--- config.mk ---
export PLATFORM = sky130hd
export DESIGN_NAME = bkdet_top
export DESIGN_NICKNAME = d
export VERILOG_FILES = /design/src/rtl/bkdet_pkg.sv /design/src/rtl/bkdet_shifter.sv /design/src/rtl/bkdet_classify.sv /design/src/rtl/bkdet_seq.sv /design/src/rtl/bkdet_top.sv
export SDC_FILE = /design/constraint.sdc
export NUM_CORES = 1
export LEC_CHECK = 0
export CORE_ASPECT_RATIO = 1.4
export CORE_MARGIN = 2
export CORE_UTILIZATION = 55
export CTS_CLUSTER_SIZE = 12
export DETAILED_ROUTE_END_ITERATION = 16
export DONT_BUFFER_PORTS = 1
export HOLD_SLACK_MARGIN = 0.03
export PLACE_DENSITY_LB_ADDON = 0.1
export SYNTH_ARGS = -nofsm -noshare
export SYNTH_HDL_FRONTEND = slang
export SYNTH_SLANG_ARGS = --single-unit
export TNS_END_PERCENT = 1
--- constraint.sdc ---
create_clock -name clk -period 2.24 [get_ports clk]
set_clock_uncertainty 0.05 [all_clocks]
set_input_delay 0.448 -clock clk [delete_from_list [all_inputs] [get_ports clk]]
set_output_delay 0.448 -clock clk [all_outputs]
set_load 0.005 [all_outputs]
--- src/rtl/bkdet_pkg.sv ---
package bkdet_pkg;

    typedef enum logic [2:0] {
        DEV_NONE    = 3'd0,
        DEV_EE9     = 3'd1,
        DEV_EE16    = 3'd2,
        DEV_FLASH   = 3'd3,
        DEV_UNKNOWN = 3'd4
    } dev_class_e;

    typedef enum logic [2:0] {
        SQ_IDLE,
        SQ_ISSUE,
        SQ_WAIT,
        SQ_GAP,
        SQ_REPORT
    } seq_state_e;

    localparam logic [7:0] OP_STATUS = 8'h05;
    localparam logic [7:0] OP_IDENT  = 8'h9F;
    localparam logic [7:0] FILLER    = 8'hFF;
    localparam int         ID_LEN    = 3;

endpackage

--- src/rtl/bkdet_shifter.sv ---
module bkdet_shifter #(
    parameter int CLK_DIV = 2
) (
    input  logic       clk,
    input  logic       rst_n,
    input  logic       start_i,
    input  logic [7:0] tx_i,
    output logic       busy_o,
    output logic       done_o,
    output logic [7:0] rx_o,
    output logic       sclk_o,
    output logic       mosi_o,
    input  logic       miso_i
);
    localparam int CW = $clog2(CLK_DIV) + 1;

    typedef struct packed {
        logic          busy;
        logic          sclk;
        logic [CW-1:0] cnt;
        logic [2:0]    bits;
        logic [7:0]    tx;
        logic [7:0]    rx;
        logic          done;
    } shf_t;

    shf_t q, d;

    always_comb begin
        d      = q;
        d.done = 1'b0;
        if (!q.busy) begin
            if (start_i) begin
                d.busy = 1'b1;
                d.tx   = tx_i;
                d.cnt  = '0;
                d.bits = '0;
                d.sclk = 1'b0;
            end
        end else if (q.cnt == CW'(CLK_DIV - 1)) begin
            d.cnt = '0;
            if (!q.sclk) begin
                d.sclk = 1'b1;
                d.rx   = {q.rx[6:0], miso_i};
            end else begin
                d.sclk = 1'b0;
                d.tx   = {q.tx[6:0], 1'b1};
                d.bits = q.bits + 3'd1;
                if (q.bits == 3'd7) begin
                    d.busy = 1'b0;
                    d.done = 1'b1;
                end
            end
        end else begin
            d.cnt = q.cnt + CW'(1);
        end
    end

    always_ff @(posedge clk or negedge rst_n) begin
        if (!rst_n) q <= '{busy: 1'b0, sclk: 1'b0, cnt: '0, bits: '0,
                           tx: 8'hFF, rx: '0, done: 1'b0};
        else        q <= d;
    end

    assign busy_o = q.busy;
    assign done_o = q.done;
    assign rx_o   = q.rx;
    assign sclk_o = q.sclk;
    assign mosi_o = q.tx[7];

    assert_idle_clock_low_R2: assert property (@(posedge clk) disable iff (!rst_n)
        !busy_o |-> !sclk_o);

endmodule

--- src/rtl/bkdet_classify.sv ---
module bkdet_classify
    import bkdet_pkg::*;
(
    input  logic [7:0]          status_i,
    input  logic [8*ID_LEN-1:0] id_i,
    output logic [2:0]          class_o,
    output logic [1:0]          abytes_o
);
    logic id_blank;

    always_comb begin
        id_blank = &id_i;
        class_o  = DEV_UNKNOWN;
        abytes_o = 2'd0;
        if (id_blank) begin
            case (status_i)
                8'hFF: begin class_o = DEV_NONE; abytes_o = 2'd0; end
                8'hF0: begin class_o = DEV_EE9;  abytes_o = 2'd1; end
                8'h00: begin class_o = DEV_EE16; abytes_o = 2'd2; end
                default: begin class_o = DEV_UNKNOWN; abytes_o = 2'd0; end
            endcase
        end else if (status_i == 8'h00) begin
            class_o  = DEV_FLASH;
            abytes_o = 2'd3;
        end
    end

endmodule

--- src/rtl/bkdet_seq.sv ---
module bkdet_seq
    import bkdet_pkg::*;
#(
    parameter int CLK_DIV = 2
) (
    input  logic                clk,
    input  logic                rst_n,
    input  logic                probe_i,
    output logic                byte_start_o,
    output logic [7:0]          byte_tx_o,
    input  logic                byte_done_i,
    input  logic [7:0]          byte_rx_i,
    output logic                cs_n_o,
    output logic [7:0]          status_o,
    output logic [8*ID_LEN-1:0] id_o,
    input  logic [2:0]          cls_i,
    input  logic [1:0]          ab_i,
    output logic                busy_o,
    output logic                done_o,
    output logic [2:0]          class_o,
    output logic [1:0]          abytes_o
);
    localparam int GAP = 2 * CLK_DIV;
    localparam int GW  = $clog2(GAP) + 1;
    localparam int IW  = $clog2(ID_LEN + 1);

    typedef struct packed {
        seq_state_e          st;
        logic                cs_n;
        logic                frame;
        logic [IW-1:0]       idx;
        logic [GW-1:0]       gcnt;
        logic [7:0]          status;
        logic [8*ID_LEN-1:0] id;
        logic                start;
        logic [7:0]          tx;
        logic                done;
        logic [2:0]          cls;
        logic [1:0]          ab;
    } seq_t;

    seq_t q, d;

    always_comb begin
        d       = q;
        d.start = 1'b0;
        d.done  = 1'b0;
        case (q.st)
            SQ_IDLE: if (probe_i) begin
                d.cs_n  = 1'b0;
                d.frame = 1'b0;
                d.idx   = '0;
                d.st    = SQ_ISSUE;
            end
            SQ_ISSUE: begin
                d.start = 1'b1;
                d.tx    = (q.idx == '0) ? (q.frame ? OP_IDENT : OP_STATUS) : FILLER;
                d.st    = SQ_WAIT;
            end
            SQ_WAIT: if (byte_done_i) begin
                if (q.idx != '0) begin
                    if (!q.frame) d.status = byte_rx_i;
                    else          d.id     = {q.id[8*ID_LEN-9:0], byte_rx_i};
                end
                if ((!q.frame && q.idx == IW'(1)) || (q.frame && q.idx == IW'(ID_LEN))) begin
                    d.cs_n = 1'b1;
                    if (!q.frame) begin
                        d.st   = SQ_GAP;
                        d.gcnt = '0;
                    end else begin
                        d.st = SQ_REPORT;
                    end
                end else begin
                    d.idx = q.idx + IW'(1);
                    d.st  = SQ_ISSUE;
                end
            end
            SQ_GAP: begin
                d.gcnt = q.gcnt + GW'(1);
                if (q.gcnt == GW'(GAP - 1)) begin
                    d.cs_n  = 1'b0;
                    d.frame = 1'b1;
                    d.idx   = '0;
                    d.st    = SQ_ISSUE;
                end
            end
            SQ_REPORT: begin
                d.done = 1'b1;
                d.cls  = cls_i;
                d.ab   = ab_i;
                d.st   = SQ_IDLE;
            end
            default: d.st = SQ_IDLE;
        endcase
    end

    always_ff @(posedge clk or negedge rst_n) begin
        if (!rst_n) q <= '{st: SQ_IDLE, cs_n: 1'b1, frame: 1'b0, idx: '0, gcnt: '0,
                           status: '0, id: '0, start: 1'b0, tx: FILLER, done: 1'b0,
                           cls: DEV_NONE, ab: 2'd0};
        else        q <= d;
    end

    assign byte_start_o = q.start;
    assign byte_tx_o    = q.tx;
    assign cs_n_o       = q.cs_n;
    assign status_o     = q.status;
    assign id_o         = q.id;
    assign busy_o       = (q.st != SQ_IDLE);
    assign done_o       = q.done;
    assign class_o      = q.cls;
    assign abytes_o     = q.ab;

    // Independent watch of the deselect run length
    logic [GW-1:0] chk_hi;
    logic          chk_seen;
    always_ff @(posedge clk or negedge rst_n) begin
        if (!rst_n) begin
            chk_hi   <= '0;
            chk_seen <= 1'b0;
        end else if (cs_n_o) begin
            if (chk_hi < GW'(GAP)) chk_hi <= chk_hi + GW'(1);
        end else begin
            chk_hi   <= '0;
            chk_seen <= 1'b1;
        end
    end

    assert_gap_R3: assert property (@(posedge clk) disable iff (!rst_n)
        ($fell(cs_n_o) && chk_seen) |-> (chk_hi >= GW'(GAP)));

    assert_frame_from_idle_R11: assert property (@(posedge clk) disable iff (!rst_n)
        $fell(cs_n_o) |-> ($past(q.st) == SQ_IDLE || $past(q.st) == SQ_GAP));

    assert_done_pulse_R10: assert property (@(posedge clk) disable iff (!rst_n)
        done_o |=> !done_o);

endmodule

--- src/rtl/bkdet_top.sv ---
module bkdet_top #(
    parameter int CLK_DIV = 2
) (
    input  logic       clk,
    input  logic       rst_n,
    input  logic       probe_i,
    output logic       busy_o,
    output logic       done_o,
    output logic [2:0] class_o,
    output logic [1:0] addr_bytes_o,
    output logic       spi_sclk_o,
    output logic       spi_cs_n_o,
    output logic       spi_mosi_o,
    input  logic       spi_miso_i
);
    import bkdet_pkg::*;

    logic                byte_start, byte_done, shf_busy;
    logic [7:0]          byte_tx, byte_rx, status;
    logic [8*ID_LEN-1:0] id;
    logic [2:0]          cls;
    logic [1:0]          ab;

    bkdet_shifter #(.CLK_DIV(CLK_DIV)) u_shf (
        .clk(clk), .rst_n(rst_n), .start_i(byte_start), .tx_i(byte_tx),
        .busy_o(shf_busy), .done_o(byte_done), .rx_o(byte_rx),
        .sclk_o(spi_sclk_o), .mosi_o(spi_mosi_o), .miso_i(spi_miso_i)
    );

    bkdet_classify u_cls (
        .status_i(status), .id_i(id), .class_o(cls), .abytes_o(ab)
    );

    bkdet_seq #(.CLK_DIV(CLK_DIV)) u_seq (
        .clk(clk), .rst_n(rst_n), .probe_i(probe_i),
        .byte_start_o(byte_start), .byte_tx_o(byte_tx),
        .byte_done_i(byte_done), .byte_rx_i(byte_rx),
        .cs_n_o(spi_cs_n_o), .status_o(status), .id_o(id),
        .cls_i(cls), .ab_i(ab),
        .busy_o(busy_o), .done_o(done_o),
        .class_o(class_o), .abytes_o(addr_bytes_o)
    );

    assert_sclk_low_deselected_R3: assert property (@(posedge clk) disable iff (!rst_n)
        spi_cs_n_o |-> !spi_sclk_o);

    assert_start_selected_R2: assert property (@(posedge clk) disable iff (!rst_n)
        byte_start |-> (!spi_cs_n_o && !shf_busy));

endmodule

---- Word level (Yosys, flattened, before mapping) ----
Index checks and enable logic that the tools add are counted.
storage, ports and cells
  flip-flop bits (word level) ............. 81
  bits of input ports ..................... 4
  output and inout port bits .............. 10
  logic and storage cells ................. 109
operators by class
  add/subtract/negate cells ............... 4
  equality and inequality tests ........... 19
  mux-type cells .......................... 41
  bitwise operators ....................... 2
  reduce and logical (&&, ||, !) cells .... 24
operators by type and width
  operator                                                         count
  37-bit two-way mux                                               1
  32-bit two-way mux                                               1
  8-bit two-way mux                                                4
  15-bit two-way mux                                               2
  24-bit two-way mux                                               1
  24-bit AND reduction                                             1
  20-bit two-way mux                                               1
  3-bit two-way mux                                                6
  8-bit == test, second input constant                             2
  7-bit two-way mux                                                2
  2-bit != test, second input constant                             6
  3-bit one-hot mux with 4 select lines                            1
  3-bit AND reduction                                              4
  4-bit AND reduction                                              3
  11-bit two-way mux                                               1
  2-bit two-way mux                                                5
  5-bit AND reduction                                              2
  3-bit by 2-bit == test with 1-bit output, second input constant  3
  9-bit two-way mux                                                1
  3-bit one-hot mux with 3 select lines                            1
  8-bit zero test                                                  1
  2-bit nonzero test                                               4
  1-bit two-way mux                                                7
  3-bit by 1-bit adder with 3-bit output, second input constant    2
  21 further kinds                                                 28

---- Longest topological paths before layout ----
Gate-level depths: netlist of run 1.
  depth in word-level cells ............... 6
  gate-level depth with buffers ........... 7
  depth with buffers taken out ............ 6

---- Modules after synthesis ----
From an unflattened synthesis of run 1, not the netlist that was laid out.
second synthesis, totals
  cell total of the unflattened synthesis .. 302
  area total of the unflattened synthesis .. 3751.1 sq um
modules (own cells, without submodules)
  module          times used  cells each  area an instance (sq um)  seq. area each (sq um)
  bkdet_seq       1           198         2531.2                    1280.0
  bkdet_shifter   1           83          1083.5                    610.6
  bkdet_classify  1           21          136.4                     0.0

---- Worst setup path after synthesis of run 1 ----
OpenSTA, ideal clock, no wires.
  path kind ............................... register to register
  start point ............................. register u_seq.q[56] (netlist name)
  end point ............................... register u_seq.q (netlist bit u_seq.id_o[20])
  setup time .............................. 0.127 ns
  arrival time ............................ 1.627 ns
  data required time ...................... 2.063 ns
  slack ................................... 0.436 ns
  stages on the path, launching flop included .. 8
  path buffers ............................ 3
  period minus slack after synthesis ...... 1.804 ns
  cells stage by stage .................... dfrtp_1 > buf_2 > nor2b_4 > nand3_2 > or3_1 > buf_2 > buf_6 > mux2_1
between the ends
  longest elaborated chain between the ends .. 2
RTL lines
  what                                      RTL line         text
  start, declared                           bkdet_seq.sv:42  seq_t q, d;
  start signal, assigned                    bkdet_seq.sv:98  if (!rst_n) q <= '{st: SQ_IDLE, cs_n: 1'b1, frame: 1'b0, idx: '0, gcnt: '0,
  3-bit by 2-bit == test with 1-bit output  bkdet_seq.sv:48  case (q.st)
  4-bit AND reduction (no line)             --
Every way passes these cells.
A chain may end at the register's enable or synchronous reset.

---- Worst setup path after layout of run 1 ----
Same ends and word-level chain as after synthesis.

==> out/results.env, run 1 <==
MAX_CAP_VIOLATIONS=0
WIRE_PER_INST_UM=16.8
FINAL_CORE_UTIL_PCT=62.5
SYNTH_NETS=253
WORST_PATH_DOMINANT_CELL_FAMILY='simple AND/OR/NAND/NOR gates'
CTS_BUFFER_DEPTH=2
GRT_START_MAX_NET_PINS=74
SYNTH.TOP_CELLS.BY_AREA='sky130_fd_sc_hd__dfrtp_1, sky130_fd_sc_hd__mux2_2, sky130_fd_sc_hd__dfstp_2, sky130_fd_sc_hd__ha_1, sky130_fd_sc_hd__o21ai_0'
POWER.IR.VDD_WORST_V=0.000701
TRITONCTS_NUM_SINKS=73
PLACEABLECOREAREA_MM2=0.00549
CLOCK_TREE.ROOT_CELL='sky130_fd_sc_hd__clkbuf_8'
GLOBALROUTETOTALUTIL_PCT=19.8
DRV_SLEW=0
FLOORPLAN.DIE.HEIGHT_UM=93.2
RUN_STATUS='completed'
CRITPATHLAUNCHTYPE='register'
DRT.ANTENNA.VIOLATING_NETS=0
POST_LAYOUT_NONFILLER_INSTANCES=320
GRT.OVERFLOW.TOTAL=0
SYNTH_LARGEST_TYPE_AREA_FRACTION_PCT=49.6
POST_SYNTH_NUM_CELL_TYPES=42
DRTPASS1ITERATIONS=4
DETAIL_ROUTE.ITER0.VIOLATIONS=128
P_TOTAL_mW=2.55
SYN-CELL-AREA_MM2=0.00313
TIMING.CRITICAL_PATH.SLOWEST_STAGE_CELL='sky130_fd_sc_hd__dfrtp_1'
CLOCK_TREE.HTREE_LEVEL_COUNT=3
YS_SEQ_ELEMENTS=73
CRIT_PATH_END_KIND='register'
BOUNDARYPINS=14
CRITICAL_PATH_BUFFER_AND_INVERTER_COUNT=1
NUMBER_OF_SYNTHESIZED_FLOPS_WITH_AN_ENABLE_PIN=0
POST-PLACE-CELLS=302
DP_HPWL_MM=3.76
HOLD_PATH.CLASS='in -> reg'
GRT_PASS1_WL_MM=8.96
INSERTEDDIODECOUNT=0
SYNTH-WARNING-COUNT=0
DIE_WIDTH_UM=67.7
ROUTE.FINAL.WIRE_LENGTH_MM=5.38
WORSTMARGINPINSLEW_NS=0.525
FIN_HOLD_WS_NS=0.207
P_LEAK_nW=1.54
FINAL_NETS=258
CLOCK_PERIOD_MINUS_WORST_SLACK_NS=1.84
SYNTH.TOP_CELLS.BY_COUNT='sky130_fd_sc_hd__dfrtp_1, sky130_fd_sc_hd__mux2_2, sky130_fd_sc_hd__nand2_1, sky130_fd_sc_hd__o21ai_0, sky130_fd_sc_hd__nor2_1'
BUFFER_PORTS.INSERTED=0
TIMING_HOLD_VIOLATIONS_FINAL=0
SYNTH_SEQUENTIAL_AREA_RATIO_PCT=58.9
NUMBER_OF_SETUP_BUFFERS_ADDED_AFTER_CTS=0
CTS_TREE='done'
SYNTH-ASYNC-RESET-RATIO_PCT=100
VIAS=1853
GP_ROUTABILITY_CONGESTION=0.803
OVERALL_DIE_AREA_MM2=0.00631
INITIAL_CORE_UTIL_PCT=57.0
POST_SYNTH_INST_COUNT=242
DRC=0
NUMBER_OF_GLOBAL_ROUTE_VIAS_BEFORE_REPAIR=1912
CRIT_PATH_MAX_FANOUT=24
CLKTRANSATPATHREGS_NS=0.08
WORST_SLEW_MARGIN_REL_PCT=64.7
AREAGROWTHSYNTHTOFINISH_PCT=9.61
LIBRARY_CELL_WITH_THE_HIGHEST_INSTANCE_COUNT_AFTER_SYNTHESIS='sky130_fd_sc_hd__dfrtp_1'
SYNTH_FLOP_CELL='sky130_fd_sc_hd__dfrtp_1'
ROWS=32
VIA_PER_INST=5.79
NUMBER_OF_ANTENNA_VIOLATIONS_AT_THE_FIRST_CHECK_IN_GLOBAL_ROUTING=0
FILLERS=428
CLOCK.FMAX_MHz=542
CRIT_TYPE='reg -> reg'
FINALSETUPVIOLCOUNT=0
LARGEST_STAGE_DELAY_ON_THE_CRITICAL_PATH_NS=0.50
TIMING.CRITICAL_PATH.CELLS='nor2b_4 > nand3_2 > or3_1 > buf_4 > mux2_1'
NUMCTSBUFFERS=9
UNREPAIRED_SETUP_ENDPOINTS_AFTER_GLOBAL_ROUTING='no'
SHARE_OF_POST_ROUTE_CELLS_WITH_DRIVE_STRENGTH_ABOVE_1_PCT=32.5
FINAL.PERIOD_UTILIZATION_PCT=82.3
POWER.DENSITY_mW_PER_MM2=745
POST_SYNTH.CELL_AREA_AVG_UM2=12.9
TIMING.CRITICAL_PATH.REQUIRED_NS=2.43
FINAL.SETUP.TNS_NS=0
CRITPATHARRIVALTIME_NS=2.03
CLOCK_INSERTION_DELAY_WORST_SKEW_NS=0.35
LEADING_AREA_CONTRIBUTOR_AFTER_SYNTHESIS='sky130_fd_sc_hd__dfrtp_1'
layer usage:
metal / wire length (µm) / vias up / track usage [%]
met3: 164 / 11 / 4.57
li1: - / 877 / -
met2: 2890 / 33 / 32.3
met4: 128 / 0 / 12.2
met1: 2200 / 932 / 23.0
met5: 0 / - / 0
area by class of cell:
class / count / area [µm²] / share of cell area (%)
multi-input combinational: 147 / 1160 / 34.0
inverter: 9 / 33.8 / 0.986
tap: 68 / 85.1 / 2.48
clock buffer: 10 / 138 / 4.02
timing repair buffer: 7 / 75.1 / 2.19
sequential: 73 / 1840 / 53.7
clock inverter: 6 / 90.1 / 2.63
worst paths after layout:
path,from,to,slack [ns],cells after the start
worst max-delay path,u_seq.q[56]$_DFFE_PN0P_,u_seq.id_o[20]$_DFFE_PN0P_,0.40,5
worst min-delay path,spi_miso_i,u_shf.rx_o[0]$_DFFE_PN0P_,0.21,1
worst max register to register,u_seq.q[56]$_DFFE_PN0P_,u_seq.id_o[20]$_DFFE_PN0P_,0.40,5
worst min register to register,u_seq.byte_tx_o[4]$_DFFE_PN1P_,u_seq.byte_tx_o[4]$_DFFE_PN1P_,0.45,2
max in group asynchronous,rst_n,u_shf.q[15]$_DFFE_PN1P_,1.21,2
min in group asynchronous,rst_n,u_seq.id_o[7]$_DFFE_PN0P_,0.60,2
state kept, by name (all words and copies together), names as in the netlist:
name and count:
u_shf.sclk_o 1, u_seq.byte_start_o 1, u_seq.class_o 2, u_shf.mosi_o 1, u_seq.abytes_o 1, u_seq.status_o 8
u_seq.done_o 1, u_seq.id_o 24, u_shf.q 12, u_seq.q 9, u_shf.rx_o 8, u_shf.busy_o 1
u_seq.byte_tx_o 2, u_seq.cs_n_o 1, u_shf.done_o 1
metrics by stage:
stage	cell area, µm²	setup WS [ns]
6_report	3430	0.396
5_1_grt	3430	0.266
4_1_cts	3430	0.387
3_5_place_dp	3160	0.392
3_3_place_gp	3160	0.440
2_1_floorplan	3130	0.436
cells by family after synthesis:
kind of cell | after synthesis | synth area share [%]
flip-flops | 73 | 58.9
AND/OR/NAND/NOR | 61 | 10.8
multiplexers | 45 | 16.2
AO/OA/AOI/OAI | 34 | 7.41
buffers and inverters | 22 | 3.88
adder cells (fa/ha/maj) | 7 | 2.80
where the power goes:
group	internal, mW	total [mW]	switching (mW)	leakage [nW]
logic	0.0180	0.0474	0.0294	0.499
registers	1.33	1.35	0.0140	0.924
clock network	0.661	1.16	0.497	0.113
layout by cell type (no fill, tap or decap), types with 2 or more instances in the layout:
| cell | netlist | layout |
|---|---|---|
| sky130_fd_sc_hd__a21oi_1 | 4 | 4 |
| sky130_fd_sc_hd__a221o_1 | 6 | 6 |
| sky130_fd_sc_hd__a31oi_1 | 3 | 3 |
| sky130_fd_sc_hd__and2_1 | 3 | 3 |
| sky130_fd_sc_hd__buf_4 | 5 | 5 |
| sky130_fd_sc_hd__bufinv_16 | 0 | 2 |
| sky130_fd_sc_hd__clkbuf_8 | 0 | 10 |
| sky130_fd_sc_hd__dfrtp_1 | 62 | 62 |
| sky130_fd_sc_hd__dfstp_2 | 11 | 11 |
| sky130_fd_sc_hd__ha_1 | 7 | 7 |
| sky130_fd_sc_hd__inv_1 | 9 | 9 |
| sky130_fd_sc_hd__mux2_2 | 43 | 43 |
| sky130_fd_sc_hd__nand2_1 | 16 | 16 |
| sky130_fd_sc_hd__nand2b_1 | 2 | 2 |
| sky130_fd_sc_hd__nand3_1 | 2 | 2 |
| sky130_fd_sc_hd__nand4_1 | 8 | 8 |
| sky130_fd_sc_hd__nor2_1 | 12 | 12 |
| sky130_fd_sc_hd__nor3_2 | 2 | 2 |
| sky130_fd_sc_hd__nor3b_1 | 2 | 2 |
| sky130_fd_sc_hd__o21ai_0 | 13 | 13 |
| sky130_fd_sc_hd__or3_1 | 3 | 3 |
| sky130_fd_sc_hd__or4_1 | 2 | 2 |
repair_timing:
| action | 4_1_cts | 5_1_grt |
|---|---|---|
| hold buffers | 2 | 0 |
| endpoints found under the hold margin | 73 | 0 |
| gates resized for setup | 0 | 0 |
Power figures use the tool's default switching activity.
==> run 2: changes to the inputs <==
- clock period: 2.24 -> 1.85 ns (I/O delays scaled with it)
==> run 2 against run 1 <==
Effect of this change: the run now ends with hold timing left; sequential share of layout area grew 0.40 points; global-route usage grew 0.085 points; critical path depth shrank 1; first-iteration DRC count shrank 32%; register-to-register slack lost 0.33 ns; maximum frequency grew 3.6%; clock power shrank 7%; cell area shrank 0.73%; count of clock-buffer cells in the layout grew 1; worst setup slack lost 0.33 ns; non-clock buffer count grew 4; critical endpoint is now u_seq.abytes_o[0]$_DFFE_PN0P_.
==> out/results.env, run 2 (same netlist as run 1, synthesis figures left out) <==
NUMBER_OF_ANTENNA_VIOLATIONS_AT_THE_FIRST_CHECK_IN_GLOBAL_ROUTING=0
FINALINSTANCEAREA_MM2=0.00340
DRT.ANTENNA.VIOLATING_NETS=0
VIAS=1848
HOLD_PATH.CLASS='in -> async'
POST-PLACE-CELLS=306
CLOCK_PERIOD_MINUS_WORST_SLACK_NS=1.78
ROWS=32
FIN_HOLD_WS_NS=-0.333
POWER.DENSITY_mW_PER_MM2=802
CLOCK_INSERTION_DELAY_WORST_SKEW_NS=0.34
MOST_COMMON_CELL_AFTER_LAYOUT_FILL_AND_TAPS_ASIDE='sky130_fd_sc_hd__dfrtp_1'
POWER.IR.VDD_WORST_V=0.000525
FINAL.SETUP.TNS_NS=0
PLACEABLECOREAREA_MM2=0.00549
OVERALL_DIE_AREA_MM2=0.00631
BUFFER_PORTS.INSERTED=0
P_LEAK_nW=1.54
CRITPATHARRIVALTIME_NS=1.99
CRITPATHLAUNCHTYPE='register'
GRT_PASS1_WL_MM=9.17
TIMING_HOLD_VIOLATIONS_FINAL=73
TRITONCTS_NUM_SINKS=73
ROUTE.FINAL.WIRE_LENGTH_MM=5.43
FILLERS=444
FINAL_NETS=262
CRIT_PATH_MAX_FANOUT=3
NUMCTSBUFFERS=9
CTS_BUFFER_DEPTH=2
TIMING.CRITICAL_PATH.REQUIRED_NS=2.06
CTS_TREE='done'
VIA_PER_INST=5.70
WORST_SLEW_MARGIN_REL_PCT=63.7
RUN_STATUS='finished with violations'
CLOCK_TREE.ROOT_CELL='sky130_fd_sc_hd__clkbuf_8'
DP_HPWL_MM=3.93
POST_LAYOUT_NONFILLER_INSTANCES=324
WORSTMARGINPINSLEW_NS=0.540
DRC=0
GRT_START_MAX_NET_PINS=74
FINAL_CORE_UTIL_PCT=62.0
FINAL.PERIOD_UTILIZATION_PCT=96.2
GP_ROUTABILITY_CONGESTION=0.793
CLOCK_TREE.HTREE_LEVEL_COUNT=3
AREAGROWTHSYNTHTOFINISH_PCT=8.81
GRT.OVERFLOW.TOTAL=0
MAX_CAP_VIOLATIONS=0
DPL_CELL_AREA_MM2=0.00320
BOUNDARYPINS=14
WIRE_PER_INST_UM=16.8
DRV_SLEW=0
CLKTRANSATPATHREGS_NS=0.07
CLOCK.FMAX_MHz=562
DRTPASS1ITERATIONS=4
MOST-COMMON-LAYOUT-CELLS='sky130_fd_sc_hd__dfrtp_1, sky130_fd_sc_hd__mux2_2, sky130_fd_sc_hd__nand2_1'
LARGEST_REGISTER_FFS=24
INITIAL_CORE_UTIL_PCT=57.0
FLOORPLAN.DIE.HEIGHT_UM=93.2
FAILED_CHECKS='hold timing'
FINALSETUPVIOLCOUNT=0
INSERTEDDIODECOUNT=0
CRIT_TYPE='reg -> reg'
DIE_WIDTH_UM=67.7
CRIT_PATH_END_KIND='register'
DETAIL_ROUTE.ITER0.VIOLATIONS=87
UNREPAIRED_SETUP_ENDPOINTS_AFTER_GLOBAL_ROUTING='yes'
GLOBALROUTETOTALUTIL_PCT=19.9
SHARE_OF_POST_ROUTE_CELLS_WITH_DRIVE_STRENGTH_ABOVE_1_PCT=34.4
NUMBER_OF_GLOBAL_ROUTE_VIAS_BEFORE_REPAIR=1976
run 2: stage by stage:
| step | setup WS, ns | power (mW) |
|---|---|---|
| 6_report | 0.0699 | 2.73 |
| 5_1_grt | -0.0258 | 2.83 |
| 4_1_cts | 0.0192 | 2.77 |
| 3_5_place_dp | 0.0381 | 1.68 |
| 3_3_place_gp | 0.0733 | 1.68 |
| 2_1_floorplan | 0.0456 | 1.67 |
run 2: repair_timing:
action / in CTS / in global routing
endpoints found under the setup margin: 0 / 4
resized for setup: 0 / 3
endpoints found under the hold margin: 73 / 73
buffers inserted: 0 / 2
run 2: worst max-delay path: stages, from the launching register on:
cell                      delay [ns]
sky130_fd_sc_hd__dfrtp_1        0.38
sky130_fd_sc_hd__nand4_1        0.10
sky130_fd_sc_hd__or4_4          0.53
sky130_fd_sc_hd__or4_1          0.51
sky130_fd_sc_hd__a31oi_1        0.14
run 2: final timing paths:
check	start	endpoint	slack (ns)	cells past startpoint
setup reg to reg	u_seq.id_o[12]$_DFFE_PN0P_	u_seq.abytes_o[0]$_DFFE_PN0P_	0.07	4
hold / removal	rst_n	u_seq.q[55]$_DFFE_PN0P_	-0.33	0
max in group asynchronous	rst_n	u_shf.mosi_o$_DFFE_PN1P_	1.89	0
setup / recovery	u_seq.id_o[12]$_DFFE_PN0P_	u_seq.abytes_o[0]$_DFFE_PN0P_	0.07	4
hold reg to reg	u_seq.q[49]$_DFFE_PN0P_	u_seq.q[49]$_DFFE_PN0P_	0.44	2
min in group clk	spi_miso_i	u_shf.rx_o[0]$_DFFE_PN0P_	0.12	1
run 2: layout make-up:
cell class | instances | area, µm² | share of cell area, %
Timing Repair Buffer | 11 | 95.1 | 2.80
Inverter | 9 | 33.8 | 0.993
Sequential cell | 73 | 1840 | 54.1
Multi-Input combinational cell | 147 | 1170 | 34.5
Clock buffer | 11 | 141 | 4.16
Tap cell | 68 | 85.1 | 2.50
Clock inverter | 5 | 31.3 | 0.920
run 2: report_power, final:
| group | internal (mW) | leakage, nW | switching, mW |
|---|---|---|---|
| registers | 1.61 | 0.924 | 0.0158 |
| logic | 0.0143 | 0.523 | 0.00632 |
| clock network | 0.518 | 0.0891 | 0.558 |
run 2: layer usage:
layer | part of all wire, % | wire (µm) | track usage [%]
met5 | 0 | 0 | 0
met4 | 1.5 | 81 | 10.2
met3 | 2.0 | 111 | 4.09
met2 | 56 | 3050 | 33.3
met1 | 40 | 2180 | 23.6
==> run 3: changes to the inputs <==
- REMOVE_ABC_BUFFERS: unset -> 1
==> run 3 against run 2 <==
Effect of this change: the flow still finishes with violations (hold timing); sequential share of layout area decreased by 0.32 points; die area unchanged; worst setup slack got worse by 0.014 ns; critical path depth unchanged; core utilization increased by 0.36 points; via count increased by 0.97%.
==> out/results.env, run 3 (same netlist as run 1, synthesis figures left out) <==
RUN_STATUS='finished with violations'
FAILED_CHECKS='hold timing'
P_LEAK_nW=1.54
R2R-START='u_seq.id_o[14]$_DFFE_PN0P_'
DRT.ANTENNA.VIOLATING_NETS=0
GLOBALROUTETOTALUTIL_PCT=19.3
WORST_R2R_ENDPOINT='u_seq.abytes_o[0]$_DFFE_PN0P_'
WORST_SLEW_MARGIN_REL_PCT=68.5
FINAL_NETS=261
LARGEST_STAGE_DELAY_ON_THE_CRITICAL_PATH_NS=0.54
CLOCK_INSERTION_DELAY_WORST_SKEW_NS=0.34
FLOORPLAN.DIE.HEIGHT_UM=93.2
TIMING.CRITICAL_PATH.FROM='u_seq.id_o[14]$_DFFE_PN0P_'
DRC=0
CRITICAL_PATH_BUFFER_AND_INVERTER_COUNT=0
POST_LAYOUT_NONFILLER_INSTANCES=323
SHARE_OF_POST_ROUTE_CELLS_WITH_DRIVE_STRENGTH_ABOVE_1_PCT=34.5
INITIAL_CORE_UTIL_PCT=57.0
UNREPAIRED_SETUP_ENDPOINTS_AFTER_GLOBAL_ROUTING='yes'
WIRE_PER_INST_UM=16.2
CRITPATHLAUNCHTYPE='register'
NUMBER_OF_ANTENNA_VIOLATIONS_AT_THE_FIRST_CHECK_IN_GLOBAL_ROUTING=0
POWER.IR.VDD_WORST_V=0.000661
CLOCK_TREE.HTREE_LEVEL_COUNT=3
CLKTRANSATPATHREGS_NS=0.08
ROUTE.FINAL.WIRE_LENGTH_MM=5.22
FIN_HOLD_WS_NS=-0.332
OVERALL_DIE_AREA_MM2=0.00631
FINAL.PERIOD_UTILIZATION_PCT=97.0
WORST_PATH_DOMINANT_CELL_FAMILY='simple AND/OR/NAND/NOR gates'
AREAGROWTHSYNTHTOFINISH_PCT=9.45
FILLERS=402
TIMING.CRITICAL_PATH.SLOWEST_STAGE_CELL='sky130_fd_sc_hd__or4_4'
FINAL_CORE_UTIL_PCT=62.4
DRV_SLEW=0
MOST_COMMON_CELL_AFTER_LAYOUT_FILL_AND_TAPS_ASIDE='sky130_fd_sc_hd__dfrtp_1'
TIMING_HOLD_VIOLATIONS_FINAL=73
BUFFER_PORTS.INSERTED=0
FINALSETUPVIOLCOUNT=0
R2R_SETUP_SLACK_NS=0.06
SEQUENTIAL_AREA_MM2=0.00184
DETAIL_ROUTE.ITER0.VIOLATIONS=200
DRTPASS1ITERATIONS=4
WORSTMARGINPINSLEW_NS=0.471
GP_ROUTABILITY_CONGESTION=0.851
CLOCK.FMAX_MHz=557
VIAS=1866
CRIT_TYPE='reg -> reg'
CLOCK_TREE.ROOT_CELL='sky130_fd_sc_hd__clkbuf_8'
DP_HPWL_MM=3.73
MULTI_INPUT_COMB_AREA_MM2=0.00118
MOST-COMMON-LAYOUT-CELLS='sky130_fd_sc_hd__dfrtp_1, sky130_fd_sc_hd__mux2_2, sky130_fd_sc_hd__nand2_1'
CRITPATHARRIVALTIME_NS=2.01
INSERTEDDIODECOUNT=0
GRT_START_MAX_NET_PINS=74
CRIT_PATH_MAX_FANOUT=3
POST-PLACE-CELLS=307
GRT.OVERFLOW.TOTAL=0
NUMCTSBUFFERS=9
MAX_CAP_VIOLATIONS=0
BOUNDARYPINS=14
CLOCK_PERIOD_MINUS_WORST_SLACK_NS=1.79
VIA_PER_INST=5.78
LARGEST_REGISTER_FFS=24
SETUP_SLACK_NS=0.0554
CTS_TREE='done'
PLACEABLECOREAREA_MM2=0.00549
TRITONCTS_NUM_SINKS=73
GRT_PASS1_WL_MM=8.96
ROWS=32
DP_SLACK_NS=0.0286
HOLD_PATH.CLASS='in -> async'
TIMING.CRITICAL_PATH.CELLS='nand4_1 > or4_4 > or4_1 > a31oi_1'
NUMBER_OF_GLOBAL_ROUTE_VIAS_BEFORE_REPAIR=1975
DIE_WIDTH_UM=67.7
CRIT_PATH_END_KIND='register'
FF2FF_PATH_DEPTH=4
CTS_BUFFER_DEPTH=2
TIMING.CRITICAL_PATH.REQUIRED_NS=2.06
POWER.DENSITY_mW_PER_MM2=836
run 3: timing repair:
action | in CTS | in global routing
endpoints found under the hold margin | 73 | 73
setup endpoints to repair | 0 | 5
gates resized for setup | 0 | 4
setup buffers | 0 | 0
run 3: cell type report:
| class | instances | area share (%) |
|---|---|---|
| inverter | 9 | 0.988 |
| multi-input combinational | 147 | 34.4 |
| clock buffer | 11 | 4.13 |
| tap | 68 | 2.49 |
| clock inverter | 5 | 1.61 |
| timing repair buffer | 10 | 2.56 |
| sequential | 73 | 53.8 |
run 3: through the flow:
step	TNS [ns]	area (µm²)	hold slack [ns]	power, mW
2_1_floorplan	-4.17	3040	0.0244	1.67
3_3_place_gp	0	3210	0.0258	1.68
3_5_place_dp	0	3210	0.0260	1.68
4_1_cts	0	3410	-0.346	2.89
5_1_grt	-0.0430	3420	-0.352	2.97
6_report	0	3420	-0.332	2.86
run 3: how the worst max path moves through the flow:
stage / cells past startpoint / to
after detailed placement: 4 / u_seq.abytes_o[0]$_DFFE_PN0P_
after floorplan: 4 / u_shf.q[17]$_DFFE_PN0P_
after global placement: 4 / u_seq.abytes_o[0]$_DFFE_PN0P_
after CTS: 5 / u_seq.id_o[20]$_DFFE_PN0P_
final: 4 / u_seq.abytes_o[0]$_DFFE_PN0P_
after global routing: 4 / u_seq.abytes_o[0]$_DFFE_PN0P_
run 3: where the power goes:
group	switching [mW]	internal, mW	leakage, nW
Sequential	0.0152	1.61	0.924
Combinational	0.00562	0.0143	0.516
Clock	0.554	0.655	0.0953
run 3: worst register-to-register path, stage by stage (launching register included):
cell and delay [ns]:
sky130_fd_sc_hd__dfrtp_1 0.37, sky130_fd_sc_hd__nand4_1 0.12, sky130_fd_sc_hd__or4_4 0.54, sky130_fd_sc_hd__or4_1 0.51
sky130_fd_sc_hd__a31oi_1 0.13
run 3: layer usage:
metal  vias up  GRT usage [%]  wire [µm]
met3         8           3.37        171
met5         -              0          0
met2        36           30.7       2720
met1       932           23.9       2200
li1        890              -          -
met4         0           11.9        129
